--- config.mk ---
export PLATFORM = sky130hd
export DESIGN_NAME = fwd_unit_top
export DESIGN_NICKNAME = d
export VERILOG_FILES = /design/src/rtl/fwd_pkg.sv /design/src/rtl/fwd_operand_sel.sv /design/src/rtl/fwd_regfile.sv /design/src/rtl/fwd_store_bypass.sv /design/src/rtl/fwd_unit_top.sv
export SDC_FILE = /design/constraint.sdc
export NUM_CORES = 2
export LEC_CHECK = 0
export BUFFER_PORTS_ARGS = -buffer_cell sky130_fd_sc_hd__buf_2
export CORE_MARGIN = 5
export CORE_UTILIZATION = 35
export CTS_CLUSTER_SIZE = 30
export DETAILED_ROUTE_END_ITERATION = 16
export SYNTH_ARGS = -nofsm -noshare
export SYNTH_HDL_FRONTEND = slang
export SYNTH_SLANG_ARGS = --single-unit
--- constraint.sdc ---
create_clock -name clk -period 3.38 [get_ports clk]
set_input_delay 0.338 -clock clk [delete_from_list [all_inputs] [get_ports clk]]
set_output_delay 0.338 -clock clk [all_outputs]
set_load 0.02 [all_outputs]
--- src/rtl/fwd_pkg.sv ---
package fwd_pkg;

    typedef enum logic [1:0] {
        SEL_RF  = 2'b00,
        SEL_WB  = 2'b01,
        SEL_MEM = 2'b10
    } fwd_sel_e;

endpackage

--- src/rtl/fwd_operand_sel.sv ---
module fwd_operand_sel
    import fwd_pkg::*;
#(
    parameter int AW = 5
) (
    input  logic          clk,
    input  logic          rst_n,
    input  logic [AW-1:0] src_i,
    input  logic [AW-1:0] mem_rd_i,
    input  logic          mem_we_i,
    input  logic          mem_is_load_i,
    input  logic [AW-1:0] wb_rd_i,
    input  logic          wb_we_i,
    output fwd_sel_e      sel_o,
    output logic          ld_use_o
);

    logic src_live;
    logic mem_hit;
    logic wb_hit;

    always_comb begin
        src_live = (src_i != '0);
        mem_hit  = src_live && mem_we_i && (mem_rd_i == src_i);
        wb_hit   = src_live && wb_we_i  && (wb_rd_i  == src_i);
    end

    // The memory stage takes priority, but a load there carries an address, not data.
    always_comb begin
        ld_use_o = mem_hit && mem_is_load_i;
        if (mem_hit && !mem_is_load_i) begin
            sel_o = SEL_MEM;
        end else if (wb_hit) begin
            sel_o = SEL_WB;
        end else begin
            sel_o = SEL_RF;
        end
    end

    assert_sel_legal_R3: assert property (@(posedge clk) disable iff (!rst_n)
        sel_o inside {SEL_RF, SEL_WB, SEL_MEM});

    assert_zero_src_R5: assert property (@(posedge clk) disable iff (!rst_n)
        (src_i == '0) |-> (sel_o == SEL_RF && !ld_use_o));

    assert_mem_priority_R4: assert property (@(posedge clk) disable iff (!rst_n)
        (src_i != '0 && mem_we_i && !mem_is_load_i && mem_rd_i == src_i)
            |-> (sel_o == SEL_MEM));

    assert_load_not_fwd_R6: assert property (@(posedge clk) disable iff (!rst_n)
        ld_use_o |-> (sel_o != SEL_MEM));

endmodule

--- src/rtl/fwd_regfile.sv ---
module fwd_regfile #(
    parameter int NREGS = 32,
    parameter int XLEN  = 32,
    localparam int AW   = $clog2(NREGS)
) (
    input  logic            clk,
    input  logic            rst_n,
    input  logic [AW-1:0]   wr_addr_i,
    input  logic            wr_en_i,
    input  logic [XLEN-1:0] wr_data_i,
    input  logic [AW-1:0]   rd_addr1_i,
    input  logic [AW-1:0]   rd_addr2_i,
    output logic [XLEN-1:0] rd_data1_o,
    output logic [XLEN-1:0] rd_data2_o
);

    logic [XLEN-1:0] regs_q [NREGS];
    logic            wr_live;

    assign wr_live = wr_en_i && (wr_addr_i != '0);

    // Register 0 is never stored; its entry stays zero.
    always_ff @(posedge clk or negedge rst_n) begin
        if (!rst_n) begin
            for (int i = 0; i < NREGS; i++) begin
                regs_q[i] <= '0;
            end
        end else if (wr_live) begin
            regs_q[wr_addr_i] <= wr_data_i;
        end
    end

    function automatic logic [XLEN-1:0] read_port(input logic [AW-1:0] addr);
        if (addr == '0) begin
            return '0;
        end else if (wr_live && wr_addr_i == addr) begin
            return wr_data_i;
        end else begin
            return regs_q[addr];
        end
    endfunction

    always_comb begin
        rd_data1_o = read_port(rd_addr1_i);
        rd_data2_o = read_port(rd_addr2_i);
    end

    assert_zero_read_R5: assert property (@(posedge clk) disable iff (!rst_n)
        (rd_addr1_i == '0) |-> (rd_data1_o == '0));

    assert_write_kept_R7: assert property (@(posedge clk) disable iff (!rst_n)
        (wr_en_i && wr_addr_i != '0)
            |=> (rd_addr1_i != $past(wr_addr_i)
                 || (wr_en_i && wr_addr_i == rd_addr1_i)
                 || rd_data1_o == $past(wr_data_i)));

endmodule

--- src/rtl/fwd_store_bypass.sv ---
module fwd_store_bypass #(
    parameter int AW   = 5,
    parameter int XLEN = 32
) (
    input  logic            clk,
    input  logic            rst_n,
    input  logic            mem_is_store_i,
    input  logic [AW-1:0]   mem_st_src_i,
    input  logic [XLEN-1:0] mem_st_data_i,
    input  logic [AW-1:0]   wb_rd_i,
    input  logic            wb_we_i,
    input  logic            wb_is_load_i,
    input  logic [XLEN-1:0] wb_data_i,
    output logic            st_fwd_o,
    output logic [XLEN-1:0] st_data_o
);

    always_comb begin
        st_fwd_o = mem_is_store_i && wb_is_load_i && wb_we_i
                   && (wb_rd_i != '0) && (wb_rd_i == mem_st_src_i);
        st_data_o = st_fwd_o ? wb_data_i : mem_st_data_i;
    end

    assert_store_pass_R8: assert property (@(posedge clk) disable iff (!rst_n)
        !mem_is_store_i |-> (st_data_o == mem_st_data_i && !st_fwd_o));

    assert_store_zero_R5: assert property (@(posedge clk) disable iff (!rst_n)
        (mem_st_src_i == '0) |-> !st_fwd_o);

endmodule

--- src/rtl/fwd_unit_top.sv ---
module fwd_unit_top
    import fwd_pkg::*;
#(
    parameter int NREGS = 32,
    parameter int XLEN  = 32,
    localparam int AW   = $clog2(NREGS),
    localparam int NOPS = 2
) (
    input  logic            clk,
    input  logic            rst_n,
    input  logic [AW-1:0]   id_rs1_i,
    input  logic [AW-1:0]   id_rs2_i,
    output logic [XLEN-1:0] id_rd1_o,
    output logic [XLEN-1:0] id_rd2_o,
    input  logic [AW-1:0]   ex_rs1_i,
    input  logic [AW-1:0]   ex_rs2_i,
    input  logic [AW-1:0]   mem_rd_i,
    input  logic            mem_we_i,
    input  logic            mem_is_load_i,
    input  logic            mem_is_store_i,
    input  logic [AW-1:0]   mem_st_src_i,
    input  logic [XLEN-1:0] mem_st_data_i,
    input  logic [AW-1:0]   wb_rd_i,
    input  logic            wb_we_i,
    input  logic            wb_is_load_i,
    input  logic [XLEN-1:0] wb_data_i,
    output logic [1:0]      fwd_a_o,
    output logic [1:0]      fwd_b_o,
    output logic [NOPS-1:0] ld_use_o,
    output logic            st_fwd_o,
    output logic [XLEN-1:0] st_data_o
);

    logic [AW-1:0] op_src [NOPS];
    fwd_sel_e      op_sel [NOPS];

    assign op_src[0] = ex_rs1_i;
    assign op_src[1] = ex_rs2_i;

    for (genvar g = 0; g < NOPS; g++) begin : g_op
        fwd_operand_sel #(.AW(AW)) i_sel (
            .clk           (clk),
            .rst_n         (rst_n),
            .src_i         (op_src[g]),
            .mem_rd_i      (mem_rd_i),
            .mem_we_i      (mem_we_i),
            .mem_is_load_i (mem_is_load_i),
            .wb_rd_i       (wb_rd_i),
            .wb_we_i       (wb_we_i),
            .sel_o         (op_sel[g]),
            .ld_use_o      (ld_use_o[g])
        );
    end

    assign fwd_a_o = op_sel[0];
    assign fwd_b_o = op_sel[1];

    fwd_regfile #(.NREGS(NREGS), .XLEN(XLEN)) i_rf (
        .clk        (clk),
        .rst_n      (rst_n),
        .wr_addr_i  (wb_rd_i),
        .wr_en_i    (wb_we_i),
        .wr_data_i  (wb_data_i),
        .rd_addr1_i (id_rs1_i),
        .rd_addr2_i (id_rs2_i),
        .rd_data1_o (id_rd1_o),
        .rd_data2_o (id_rd2_o)
    );

    fwd_store_bypass #(.AW(AW), .XLEN(XLEN)) i_st (
        .clk            (clk),
        .rst_n          (rst_n),
        .mem_is_store_i (mem_is_store_i),
        .mem_st_src_i   (mem_st_src_i),
        .mem_st_data_i  (mem_st_data_i),
        .wb_rd_i        (wb_rd_i),
        .wb_we_i        (wb_we_i),
        .wb_is_load_i   (wb_is_load_i),
        .wb_data_i      (wb_data_i),
        .st_fwd_o       (st_fwd_o),
        .st_data_o      (st_data_o)
    );

    assert_ops_independent_R10: assert property (@(posedge clk) disable iff (!rst_n)
        (ex_rs1_i == ex_rs2_i) |-> (fwd_a_o == fwd_b_o && ld_use_o[0] == ld_use_o[1]));

endmodule

Yosys cells after proc, flatten, opt, wreduce, memory -nomap -nowiden
Index checks and enable logic that the tools add are counted.
{"block": "totals", "reg_bits": 1024, "out_inout_bits": 103}
{"block": "op_classes", "magnitude_cmp": 4, "n_eq_ne": 7, "muxes": 18, "bitwise_logic": 3, "n_reduce_logical": 26}
{"op": "1024-bit bitwise mux", "n": 1}
{"op": "32-bit binary-select mux with 5-bit select", "n": 2}
{"op": "32-bit 2-to-1 mux", "n": 10}
{"op": "32-bit demux with 5-bit select", "n": 1}
{"op": "5-bit equality test", "n": 7}
{"op": "1-bit logical AND", "n": 20}
{"op": "6-bit >= comparator (second input constant)", "n": 3}
{"op": "5-bit NOT with 6-bit output", "n": 3}
{"op": "5-bit nonzero test", "n": 3}
{"op": "5-bit zero test", "n": 2}
{"op": "6-bit by 1-bit less-than comparator with 1-bit output (second input constant)", "n": 1}
{"op": "2-bit 2-to-1 mux", "n": 2}
{"op": "1-bit 2-to-1 mux", "n": 2}
{"op": "1-bit zero test", "n": 1}

Depth between registers and ports, before layout
{"block": "logic_depth", "ltp_word": 6, "depth_mapped": 11}

Cells and area by module
A second synthesis with hierarchy kept.
{"block": "unflattened", "hier_cells": 3880, "hier_area_um2": 55824.8}
{"module": "fwd_regfile", "instances": 1, "cells_per_inst": 3787, "area_each_um2": 54906.4, "seq_area_each_um2": 25624.6}
{"module": "fwd_store_bypass", "instances": 1, "cells_per_inst": 45, "area_each_um2": 580.6, "seq_area_each_um2": 0.0}
{"module": "fwd_operand_sel", "instances": 2, "cells_per_inst": 24, "area_each_um2": 168.9, "seq_area_each_um2": 0.0}

Worst setup path before layout
No wires, ideal clock.
{"block": "synth_timing", "path_kind": "in2out", "from": "input port id_rs1_i[0]", "to": "output port id_rd1_o[13]", "t_arrival_ns": 2.171, "path_slack_ns": 0.871, "stages": 9, "n_path_buf": 4, "path_cell_list": "buf_6 > buf_6 > buf_6 > buf_6 > a211oi_1 > or4_1 > o41ai_1 > nor2_1 > nor3_1"}
{"block": "synth_between", "elab_chain_cells": 6, "elab_cells_between_ends": 9}
{"element": "start: declaration", "line_no": "fwd_unit_top.sv:11", "rtl": "input logic [AW-1:0] id_rs1_i,"}
{"element": "5-bit NOT with 6-bit output (implied by the code)", "line_no": "fwd_regfile.sv:39", "rtl": "return regs_q[addr];"}
{"element": "32-bit binary-select mux with 5-bit select", "line_no": "fwd_regfile.sv:39"}
{"element": "32-bit 2-to-1 mux (implied by the code) (2 in a row)", "line_no": "fwd_regfile.sv:39"}
{"element": "32-bit 2-to-1 mux", "line_no": "fwd_regfile.sv:36", "rtl": "end else if (wr_live && wr_addr_i == addr) begin"}
{"element": "32-bit 2-to-1 mux (*)", "line_no": "fwd_regfile.sv:34", "rtl": "if (addr == '0) begin"}
{"element": "end: declaration", "line_no": "fwd_unit_top.sv:13", "rtl": "output logic [XLEN-1:0] id_rd1_o,"}
Every way passes the cells marked *; elsewhere a longest branch is shown, timed or not. The select of a mux whose other input is x is not followed.

Final worst setup path
{"block": "layout_timing", "from": "input port id_rs1_i[4]", "to": "output port id_rd1_o[4]"}
Same word-level chain as after synthesis.

==> flow_summary.html <==
<table>
<tr><th>Metric</th><th>Value</th></tr>
<tr><th colspan="2">Power</th></tr>
<tr><td>Worst supply voltage drop on vdd</td><td>0.3971 mV</td></tr>
<tr><td>Power density over the cells</td><td>569.1 mW/mm²</td></tr>
<tr><td>Net switching power</td><td>10700 µW</td></tr>
<tr><td>Clock group share of total power</td><td>33.9%</td></tr>
<tr><td>Share of total power consumed by net switching</td><td>28.95%</td></tr>
<tr><td>Power share of the combinational group</td><td>21.9%</td></tr>
<tr><td>Sequential fraction of design power</td><td>44.2%</td></tr>
<tr><td>Total internal power</td><td>26260 µW</td></tr>
<tr><td>Leakage component of the power</td><td>0.02862 µW</td></tr>
<tr><th colspan="2">Final layout</th></tr>
<tr><td>Commonest cells after routing, fill and taps aside</td><td>1026 x mux2_2, 1024 x dfrtp_1, 347 x mux4_2</td></tr>
<tr><td>Finished Layout Cells</td><td>6598</td></tr>
<tr><td>Layout area overhead</td><td>15.23%</td></tr>
<tr><td>Non-Filler Cell Area, Final</td><td>0.06493 mm²</td></tr>
<tr><td>Largest registers</td><td>i_rf.regs_q: 1024 flops</td></tr>
<tr><td>Share of layout cells above drive strength 1</td><td>48.35%</td></tr>
<tr><td>Largest register FFs</td><td>1024</td></tr>
<tr><td>Number of nets in the layout</td><td>4452</td></tr>
<tr><td>Most common cell after layout, fill and taps aside</td><td>mux2_2</td></tr>
<tr><td>Register with the most flip-flops</td><td>i_rf.regs_q</td></tr>
<tr><th colspan="2">Route</th></tr>
<tr><td>Iteration-0 DRC count of the detailed router</td><td>4405</td></tr>
<tr><td>Vias</td><td>40700</td></tr>
<tr><td>Count of nets left with antenna violations after detail routing</td><td>0</td></tr>
<tr><td>Aggregate routed wire length</td><td>217700 µm</td></tr>
<tr><td>Post-route DRC</td><td>0</td></tr>
<tr><td>Post-detailed-route via-to-cell ratio</td><td>6.168</td></tr>
<tr><td>WL per Instance</td><td>32.99 µm</td></tr>
<tr><td>Number of iterations in the first detailed-routing pass</td><td>7</td></tr>
<tr><th colspan="2">Floorplanning</th></tr>
<tr><td>Initial core utilization</td><td>35.14%</td></tr>
<tr><td>IO Count</td><td>209</td></tr>
<tr><td>Cell row count</td><td>147</td></tr>
<tr><td>Full die area</td><td>0.1691 mm²</td></tr>
<tr><td>Core Box Area</td><td>0.1604 mm²</td></tr>
<tr><td>Chip Height</td><td>411.3 µm</td></tr>
<tr><td>DIE WIDTH</td><td>411.3 µm</td></tr>
<tr><th colspan="2">Placed design</th></tr>
<tr><td>Number of cells in the design after placement</td><td>6394</td></tr>
<tr><td>Detailed placer's ending HPWL</td><td>139200 µm</td></tr>
<tr><td>Routability Congestion</td><td>0.8897</td></tr>
<tr><td>I/O Buffers</td><td>208</td></tr>
<tr><td>Post-DP Area</td><td>0.06120 mm²</td></tr>
<tr><th colspan="2">Critical path</th></tr>
<tr><td>R2r endpoint</td><td>i_rf.regs_q[628]</td></tr>
<tr><td>Data arrival time of the worst path</td><td>3.03 ns</td></tr>
<tr><td>R2R Path Start</td><td>i_rf.regs_q[628]</td></tr>
<tr><td>Crit Path Class</td><td>primary input to output pin</td></tr>
<tr><td>Reg2reg path depth</td><td>1</td></tr>
<tr><td>Category of the worst setup path launch point</td><td>primary input</td></tr>
<tr><td>Critical path fanouts, max</td><td>11</td></tr>
<tr><td>Setup slack of the most critical reg-to-reg path</td><td>2.56 ns</td></tr>
<tr><td>Kind of end point of the critical path</td><td>output pin</td></tr>
<tr><td>Worst path required time</td><td>3.04 ns</td></tr>
<tr><th colspan="2">CTS</th></tr>
<tr><td>Clock-pin slew on the worst setup and hold paths</td><td>0.06 ns</td></tr>
<tr><td># clock sinks</td><td>1024</td></tr>
<tr><td>Root buffer cell</td><td>clkbuf_16</td></tr>
<tr><td>Clock latency at the later pin of the worst-skew pair</td><td>0.74 ns</td></tr>
<tr><td>TritonCTS Buffers</td><td>108</td></tr>
<tr><td>Number of H-tree branching levels</td><td>3</td></tr>
<tr><td>Number of buffers on the longest clock path</td><td>3</td></tr>
<tr><td>Clock tree from TritonCTS</td><td>yes</td></tr>
<tr><th colspan="2">GRT</th></tr>
<tr><td>Initial antenna violation count</td><td>10</td></tr>
<tr><td>Total track usage</td><td>25.30%</td></tr>
<tr><td>First-pass GRT wire length</td><td>311000 µm</td></tr>
<tr><td>Maximum number of pins on one net before global-route repair</td><td>175</td></tr>
<tr><td>Aggregate global routing overflow</td><td>0</td></tr>
<tr><td>Number of global-route vias before repair</td><td>40680</td></tr>
<tr><th colspan="2">Synth</th></tr>
<tr><td>Number of synthesized flops with an enable pin</td><td>0</td></tr>
<tr><td>Number of different library cells in the post-synthesis netlist</td><td>67</td></tr>
<tr><td>Share of synthesized cell area in full adder, half adder and majority cells</td><td>0%</td></tr>
<tr><td>Fraction of the mapped netlist area in simple logic gates</td><td>4.225%</td></tr>
<tr><td>YS warnings</td><td>0</td></tr>
<tr><td>Sequential area share after synthesis</td><td>45.47%</td></tr>
<tr><td>Dominant synthesized flop cell</td><td>dfrtp_1</td></tr>
<tr><td>Post-synthesis instance total</td><td>4174</td></tr>
<tr><td>Syn Nets</td><td>4280</td></tr>
<tr><td>Register bit count reported by yosys</td><td>1024</td></tr>
<tr><td>Synthesized area per cell</td><td>13.50 µm²</td></tr>
<tr><td>Multiplexer share of the synthesized area</td><td>39.81%</td></tr>
<tr><td>Largest family of logic cells by synthesized area</td><td>multiplexers</td></tr>
<tr><td>Post-synthesis async set-or-reset flop share</td><td>100.0%</td></tr>
<tr><td>Post-synthesis cell area</td><td>0.05635 mm²</td></tr>
<tr><td>Xor/xnor cell area share of the yosys netlist</td><td>0.5706%</td></tr>
<tr><td>Compound-cell area share of the yosys netlist</td><td>5.797%</td></tr>
<tr><th colspan="2">Worst hold path</th></tr>
<tr><td>Worst hold-check path type</td><td>primary input to asynchronous set/reset pin</td></tr>
<tr><th colspan="2">Timing</th></tr>
<tr><td>Worst Clk Skew</td><td>0 ns</td></tr>
<tr><td>Final Hold Fails</td><td>0</td></tr>
<tr><td>Number of max-slew violations in the final report</td><td>0</td></tr>
<tr><td>Setup-violating endpoint count in the final report</td><td>0</td></tr>
<tr><td>Highest attainable clock frequency</td><td>297.2 MHz</td></tr>
<tr><td>RSZ-0062 raised after global routing</td><td>no</td></tr>
<tr><td>Worst slew pin tran</td><td>1.254 ns</td></tr>
<tr><td>Period utilization</td><td>99.56%</td></tr>
<tr><td>Setup total negative slack</td><td>0 ns</td></tr>
<tr><td>Post-route minimum period</td><td>3.365 ns</td></tr>
<tr><td>Headroom to the max-slew limit</td><td>16.42%</td></tr>
<tr><th colspan="2">Run status</th></tr>
<tr><td>Status</td><td>finished, final reports clean</td></tr>
<tr><th colspan="2">Flow run</th></tr>
<tr><td>Max-capacitance violation count</td><td>0</td></tr>
</table>
-- cells by family (layout without fill, tap and decap cells) --
kind of cell	Yosys count	count (layout)
muxes	1678	1678
xor gates and xnor gates	35	35
and+or+nand+nor	505	505
AOI/OAI and AO/OA	465	465
buffers and inverters	467	727
DFF	1024	1024
other	0	4
-- cell usage after synthesis (27+ instances only) --
cell,n,share of area (%)
buf_1,71,0.47
mux4_2,347,14
a22oi_1,63,0.84
nand2_1,195,1.3
nor3_1,38,0.34
dfrtp_1,1024,45
a21oi_1,43,0.38
mux2i_1,296,5.3
o22ai_1,74,0.82
nor2_1,108,0.72
o21ai_0,92,0.82
a221oi_1,76,1.2
mux2_2,1026,21
buf_6,34,0.68
buf_4,36,0.48
nand3_1,27,0.24
clkbuf_1,205,1.4
buf_2,113,1.0
-- final cells by class --
cell class / instances / area, µm²
antenna: 4 / 10.01
tap: 2160 / 2703
inverter: 4 / 15.01
sequential: 1024 / 25620
clock inverter: 43 / 529.3
fill: 15010 / 95450
clock buffer: 155 / 3142
timing repair buffer: 525 / 4262
multi-input combinational: 2683 / 28650
-- what timing repair did --
action / CTS / global route
hold buffers: 2 / 0
endpoints found under the hold margin: 270 / 0
setup buffers: 0 / 0
resized for setup: 3 / 4
endpoints found under the setup margin: 3 / 4
-- how the worst max path moves through the flow --
stage | startpoint | slack (ns) | cells after the start | to
after global placement | id_rs1_i[2] | 0.12 | 10 | id_rd1_o[20]
after floorplan | id_rs1_i[0] | 0.87 | 9 | id_rd1_o[13]
final | id_rs1_i[4] | 0.01 | 10 | id_rd1_o[4]
after CTS | i_rf.regs_q[717] | 0.002 | 7 | id_rd1_o[13]
after global routing | id_rs2_i[0] | 0.01 | 11 | id_rd2_o[13]
after detailed placement | id_rs1_i[2] | 0.10 | 10 | id_rd1_o[20]
-- metal layers --
metal	share of wire (%)	GRT usage, %	vias up
met5	0.016	0	-
met4	5.2	11.24	6
met3	10	6.324	551
met2	43	37.13	2281
met1	42	35.42	21630
li1	-	-	16230
-- critical path, cell delays in order --
cell,delay (ns)
buf_2,0.34
buf_4,0.26
nand2_1,0.34
buf_4,0.32
a21oi_1,0.16
nand3_1,0.10
o21ai_1,0.29
nor3_1,0.13
nor3_1,0.45
buf_2,0.28
-- power groups by stage --
| stage | Combinational, µW | Sequential [µW] | Clock, µW |
|---|---|---|---|
| 2_1_floorplan | 5690 | 15900 | 0 |
| 3_3_place_gp | 7850 | 16400 | 0 |
| 3_5_place_dp | 7990 | 16500 | 0 |
| 4_1_cts | 8030 | 16300 | 12700 |
| 5_1_grt | 8580 | 16600 | 13200 |
| 6_report | 8070 | 16300 | 12500 |
-- stage by stage --
stage	worst slack (ns)	total power (µW)	hold WS [ns]	utilization (%)
3_5_place_dp	0.1015	24480	0.2097	38.16
2_1_floorplan	0.8709	21560	0.04241	-
3_3_place_gp	0.1153	24210	0.2142	38.16
4_1_cts	0.001702	37030	0.02219	40.47
5_1_grt	0.01234	38380	0.04749	40.48
6_report	0.01494	36950	0.06018	40.49
Note: power is estimated with default switching activity, not from simulation.
